File: src/rtl/xsync_fsgen.sv
module xsync_fsgen #(
  parameter int DIV_W = 8,
  parameter int NSRC  = 4,
  localparam int SEL_W = (NSRC > 1) ? $clog2(NSRC) : 1
) (
  input  logic             clk_i,
  input  logic             rst_ni,
  input  logic             wr_en_i,
  input  logic [2:0]       wr_addr_i,
  input  logic [31:0]      wr_data_i,
  input  logic [NSRC-1:0]  ref_i,
  output logic [1:0]       sclk_o,
  output logic [1:0]       fsync_o
);

  logic unused_bits;
  assign unused_bits = ^wr_data_i;

  for (genvar ch = 0; ch < 2; ch++) begin : g_ch
    localparam int B = 16 * ch;
    localparam logic [2:0] A_DIV = 3'(2 + 2 * ch);
    localparam logic [2:0] A_FS  = 3'(3 + 2 * ch);

    logic             en_c, en_f, sy_c, sy_f;
    logic [DIV_W-1:0] cdiv, fdiv, fwid, fph;
    logic [SEL_W-1:0] sel;
    logic             s1, s2, s3, rise;
    logic             run_c, run_f;
    logic [DIV_W-1:0] cc, fc;
    logic [DIV_W-1:0] clast, chalf, flast;
    logic             cfg_ok;

    assign cfg_ok = wr_en_i & ~(en_c | en_f);
    assign clast  = (cdiv < DIV_W'(2)) ? DIV_W'(1) : cdiv - 1'b1;
    assign chalf  = (cdiv < DIV_W'(2)) ? DIV_W'(1) : (cdiv >> 1);
    assign flast  = (fdiv < DIV_W'(2)) ? DIV_W'(1) : fdiv - 1'b1;

    always_ff @(posedge clk_i or negedge rst_ni) begin
      if (!rst_ni) begin
        en_c <= 1'b0; en_f <= 1'b0; sy_c <= 1'b0; sy_f <= 1'b0;
        cdiv <= '0; fdiv <= '0; fwid <= '0; fph <= '0; sel <= '0;
        s1 <= 1'b0; s2 <= 1'b0; s3 <= 1'b0; rise <= 1'b0;
        run_c <= 1'b0; run_f <= 1'b0; cc <= '0; fc <= '0;
      end else begin
        if (wr_en_i && wr_addr_i == 3'd0) begin
          en_f <= wr_data_i[B];
          en_c <= wr_data_i[B+1];
        end
        if (cfg_ok && wr_addr_i == 3'd1) begin
          sy_f <= wr_data_i[B];
          sy_c <= wr_data_i[B+1];
        end
        if (cfg_ok && wr_addr_i == A_DIV) begin
          cdiv <= wr_data_i[DIV_W-1:0];
          fdiv <= wr_data_i[16 +: DIV_W];
        end
        if (cfg_ok && wr_addr_i == A_FS) begin
          fwid <= wr_data_i[DIV_W-1:0];
          fph  <= wr_data_i[16 +: DIV_W];
        end
        if (cfg_ok && wr_addr_i == 3'd6)
          sel <= wr_data_i[B +: SEL_W];

        s1   <= ref_i[sel];
        s2   <= s1;
        s3   <= s2;
        rise <= s2 & ~s3;

        if (!en_c) run_c <= 1'b0;
        else if (!run_c) begin
          if (!sy_c || rise) begin
            run_c <= 1'b1;
            cc    <= '0;
          end
        end else cc <= (cc >= clast) ? '0 : cc + 1'b1;

        if (!en_f) run_f <= 1'b0;
        else if (!run_f) begin
          if (!sy_f || rise) begin
            run_f <= 1'b1;
            fc    <= fph;
          end
        end else fc <= (fc >= flast) ? '0 : fc + 1'b1;
      end
    end

    assign sclk_o[ch]  = en_c & run_c & (cc < chalf);
    assign fsync_o[ch] = en_f & run_f & (fc < fwid);
  end

endmodule

File: config.mk
export PLATFORM = sky130hd
export DESIGN_NAME = xsync_fsgen
export DESIGN_NICKNAME = d
export VERILOG_FILES = /design/src/rtl/xsync_fsgen.sv
export SDC_FILE = /design/constraint.sdc
export NUM_CORES = 1
export LEC_CHECK = 0
export BUFFER_PORTS_ARGS = -buffer_cell sky130_fd_sc_hd__clkbuf_2
export CORE_MARGIN = 10
export CORE_UTILIZATION = 43
export DETAILED_ROUTE_END_ITERATION = 10
export MAX_ROUTING_LAYER = met4
export SLEW_MARGIN = 20
export SYNTH_ARGS = -nofsm -noshare
export SYNTH_HDL_FRONTEND = slang
export SYNTH_SLANG_ARGS = --single-unit
File: constraint.sdc
create_clock -name clk_i -period 8.7 [get_ports clk_i]
set_input_delay 1.74 -clock clk_i [delete_from_list [all_inputs] [get_ports clk_i]]
set_output_delay 1.74 -clock clk_i [all_outputs]
set_load 0.01 [all_outputs]
### Word level (Yosys, flattened, before mapping)

Cells that the tools add are included.

* bitwise operators: 18
* equality and inequality tests: 6
* multiplexer cells: 34
* magnitude comparators: 14
* $add $sub $neg: 8
* reductions and logical operators: 26

Operators by type and width (number)
* 2-to-1 mux 8 bit: 16
* adder 8 x 1 -> 8 bit (second input constant): 4
* greater-or-equal comparator 8 bit: 4
* less-than comparator 8 x 2 -> 1 bit (second input constant): 4
* subtractor 8 x 1 -> 8 bit (second input constant): 4
* less-than comparator 8 x 7 -> 1 bit: 2
* less-than comparator 8 bit: 2
* 2-to-1 mux 1 bit: 14
* 2-to-1 mux 7 bit: 2
* AND 1 bit: 12
* == test 3 bit (second input constant): 3
* logical AND 1 bit: 9
* AND reduction 2 bit: 4
* nonzero test 2 bit: 4
* == test 3 x 2 -> 1 bit (second input constant): 2
* less-than comparator 2 x 3 -> 1 bit (second input constant): 2
* binary-select mux 1 bit (select 2 bit): 2
* logical NOT 1 bit: 4
* logical OR 1 bit: 4
* NOT 1 bit: 4
* == test 3 x 1 -> 1 bit (second input constant): 1
* logical NOT 3 bit: 1
* OR 1 bit: 2

* register bits after elaboration: 120
* output and inout port bits: 4
* logic and storage cells: 140

### Depth between registers and ports, before layout

* depth after elaboration: 5
* gate-level depth with buffers: 13
* mapped depth without buffers: 12

### Worst setup path before layout

OpenSTA, ideal clock, no wires.

* kind: register -> output
* start point: reg g_ch[0].cdiv[3]
* end point: out sclk_o[0]
* cell stages (with the launch flop): 7
* data required time: 6.960 ns
* setup slack: 5.037 ns
* data arrival time: 1.923 ns
* path buffers: 1
* path through: dfrtp_1 -> or4_1 -> or4_1 -> clkbuf_2 -> a31oi_1 -> nor3_1 -> a211oi_2

* cells in the longest elaborated chain, start to end: 4

Ends and longest elaborated chain
* from (decl): line 25 `logic [DIV_W-1:0] cdiv, fdiv, fwid, fph;`
* from (signal assigned): line 54 `cdiv <= wr_data_i[DIV_W-1:0];`
* less-than comparator 8 x 2 -> 1 bit: line 35 `assign chalf = (cdiv < DIV_W'(2)) ? DIV_W'(1) : (cdiv >> 1);`
* 2-to-1 mux 7 bit *: line 35
* less-than comparator 8 x 7 -> 1 bit *: line 87 `assign sclk_o[ch] = en_c & run_c & (cc < chalf);`
* AND 1 bit *: line 87
* to (decl): line 12 `output logic [1:0] sclk_o,`

Mark *: on every way between the ends. The rest lies on a longest branch, timed or not.

### Worst setup path in the final report

Same ends and word-level chain as after synthesis.

==> flow_summary.yaml <==
sta:
  worst-slew-pin-transition_ps: 869
  max_freq_mhz: 229
  period_share_pct: 50.2
  slew_headroom_pct: 42.1
  rsz0062_at_grt: "false"
  finalCriticalPeriod_ps: 4360
  clock_skew_ps: 9.40
  setup_viol: 0
  tns_ps: 0
  hold_violations: 0
  drv_slew: 0
worst_setup_path:
  critPathLaunchType: "flop"
  worst_setup_path_end_kind: "output port"
  arrival_ps: 2620
  crit_top_cell: "or4_1"
  r2r_start: "g_ch[0].cdiv[3]"
  worstPathRequired_ps: 6960
  cpLargestDelayFamily: "simple AND/OR/NAND/NOR gates"
  crit_buf_inv: 1
  r2r_end: "g_ch[0].cc[2]"
  reg2reg_setup_slack_ps: 5010
  slowest_stage: "or4_1"
  worstSetupPathType: "reg -> out"
  critical_path.max_stage_delay_ps: 570
  cp.depth: 6
  crit_fanout: 7
  reg2regPathDepth: 10
  crit_chain: "or4_1 -> or4_1 -> a31oi_1 -> nor3_1 -> a211oi_2 -> clkbuf_2"
run_status:
  status: "complete, no violations"
clock_network:
  cts.sinks: 120
  cts_tree: "built"
  cts_root_buf: "clkbuf_16"
  clk_latency_ps: 420
  cts_max_level: 4
  postCtsSetupRepairBufs: 0
  path_clk_slew_ps: 50
  holdBufCountCts: 0
  clockBufferDepth: 2
  cts_buffers: 17
  cts_resized: 0
synthesis:
  synth_top_family_by_area: "simple AND/OR/NAND/NOR gates"
  synthAdderAreaFrac_pct: 12.0
  synth.avg_cell_area_sq_um: 10.4
  synth_xor_area_share_pct: 2.16
  synthMuxAreaShare_pct: 12.1
  synth_area_sq_um: 6890
  yosys.area_share.simple_pct: 13.5
  ys_warn_count: 0
  synth-seq-cells: 120
  async_flop_share_pct: 100
  synth_cell_types: 52
  synthFlopType: "dfrtp_1"
  synth_cells: 663
  synth_compound_gate_area_share_pct: 12.9
  ys_seq_area_share_pct: 43.6
  syn_nets: 771
  synth_edf_count: 0
global_route:
  track_usage_pct: 15.4
  overflow: 0
  grt_start_max_net_pins: 68
  grt_pass1_vias: 5272
  antenna_found_initial: 0
  grt_first_pass_wirelength_um: 26200
cells_and_area:
  fill_cells: 1446
  nets: 811
  drive_gt1_share_pct: 18.5
  diodes: 0
  area_delta_synth_final_pct: 15.6
  layoutNonFillerInstCount: 931
flow_run:
  max-cap-violations: 0
floorplanning:
  coreArea_sq_um: 15800
  boundaryPins: 46
  start_util_pct: 43.7
  rows: 46
  die_h_um: 147
  dieArea_sq_um: 21500
  die_x_um: 147
worst_hold_path:
  min-delay-start: "g_ch[0].s1"
  worstHoldEndpoint: "g_ch[0].s2"
  hold_depth: 0
  hp-class: "reg -> reg"
place:
  dpl.cell_count: 900
  port_buffers: 29
  dpl.hpwl_um: 11300
  place_congestion: 0.862
drt:
  routedWlPerCell_um: 16.6
  dr.pass1.iters: 4
  vias: 5180
  routed_wl_um: 15500
  drt_iter0_drc: 249
  viasPerCell: 5.56
  postRouteAntennaNets: 0
  drc_errors: 0
pwr:
  p_leak_nw: 3.79
  ir_worst_vdd_v: 0.000194
  powerDensity_nw_per_um2: 306
-- synth_stat cells (all sizes together), types with 8 or more instances --
| library cell | instances | area share (%) |
|---|---|---|
| o21ai | 25 | 1.8 |
| nor3 | 18 | 1.3 |
| clkbuf | 11 | 0.62 |
| or3 | 11 | 1.0 |
| nor2 | 22 | 1.2 |
| xor2 | 8 | 1.0 |
| inv | 55 | 3.0 |
| and3 | 12 | 1.1 |
| xnor2 | 9 | 1.1 |
| nand2b | 14 | 1.3 |
| dfrtp | 120 | 44 |
| ha | 66 | 12 |
| a31oi | 10 | 0.91 |
| nand2 | 66 | 3.6 |
| mux2 | 69 | 11 |
| a21oi | 26 | 1.9 |
| a21o | 11 | 1.2 |
| nand3 | 23 | 1.7 |
| a211oi | 12 | 1.4 |
-- kinds of logic after synthesis --
group,count (synthesis)
adder cells (fa/ha/maj),66
multiplexers,72
buffers and inverters,68
AND/OR/NAND/NOR,189
XOR/XNOR,17
AO/OA/AOI/OAI,131
flip-flops,120
-- flip-flops by register name (all words and copies together) (netlist names), 4 cells and up --
register	flops
g_ch.fwid	16
g_ch.fdiv	16
g_ch.fph	16
g_ch.sel	4
g_ch.cc	16
g_ch.cdiv	16
g_ch.fc	16
-- worst max path at each step --
stage | slack [ps] | from | to
5_1_grt | 4190 | g_ch[0].cdiv[3] | sclk_o[0]
2_1_floorplan | 5040 | g_ch[0].cdiv[3] | sclk_o[0]
3_5_place_dp | 4780 | g_ch[0].cdiv[3] | sclk_o[0]
6_report | 4340 | g_ch[0].cdiv[3] | sclk_o[0]
4_1_cts | 4310 | g_ch[0].cdiv[3] | sclk_o[0]
3_3_place_gp | 4790 | g_ch[0].cdiv[3] | sclk_o[0]
-- metal layers --
| layer | global-route usage [%] | vias up | part of all wire [%] |
|---|---|---|---|
| li1 | - | 2489 | - |
| met1 | 19.7 | 2545 | 48 |
| met2 | 24.0 | 126 | 46 |
| met3 | 3.28 | 20 | 3.7 |
| met4 | 4.95 | 0 | 1.5 |
| met5 | - | - | 0 |
-- area by class of cell --
type	instances	area (sq um)	area share [%]
clock buffers	23	458	5.75
clock inverters	8	218	2.73
inverters	55	206	2.59
multi-input cells	475	3620	45.5
flip-flops and latches	120	3000	37.7
well taps	216	270	3.39
repair buffers	34	183	2.29
-- through the flow --
step                      worst slack [ps]  utilization (%)  hold WS, ps  cell area, sq um  power (mW)
final                                 4340             50.5          347              7960        2.43
after global routing                  4190             50.5          357              7960        2.63
after CTS                             4310             50.5          348              7960        2.46
after detailed placement              4780             46.2          336              7290        1.63
after global placement                4790             46.2          337              7280        1.59
after floorplan                       5040                -          331              6890        1.41
-- worst register-to-register path, delay by kind of cell, from the launching register on --
family                     cells  cell delay (ps)
AOI/OAI and AO/OA              4             1270
adders and majority gates      1              240
buffers and inverters          1              300
DFF                            1              450
and+or+nand+nor                4             1340
-- placed cells by master (no fill, tap or decap), types with 10 or more instances in the layout --
master / instances
nor3_1: 18
ha_1: 66
a21oi_1: 26
nor2_1: 22
clkbuf_16: 17
and3_1: 12
a21o_1: 11
nand2_1: 66
o21ai_0: 24
inv_1: 55
or3_1: 11
clkbuf_2: 28
a211oi_1: 11
nand3_1: 23
mux2_2: 69
a31oi_1: 10
nand2b_1: 14
dfrtp_1: 120
-- power by group --
part           total, mW  switching, mW  internal (mW)
clock              0.810          0.238          0.572
combinational      0.730          0.375          0.354
sequential         0.893          0.175          0.718
total               2.43          0.788           1.64
(Power assumes the default switching activity.)
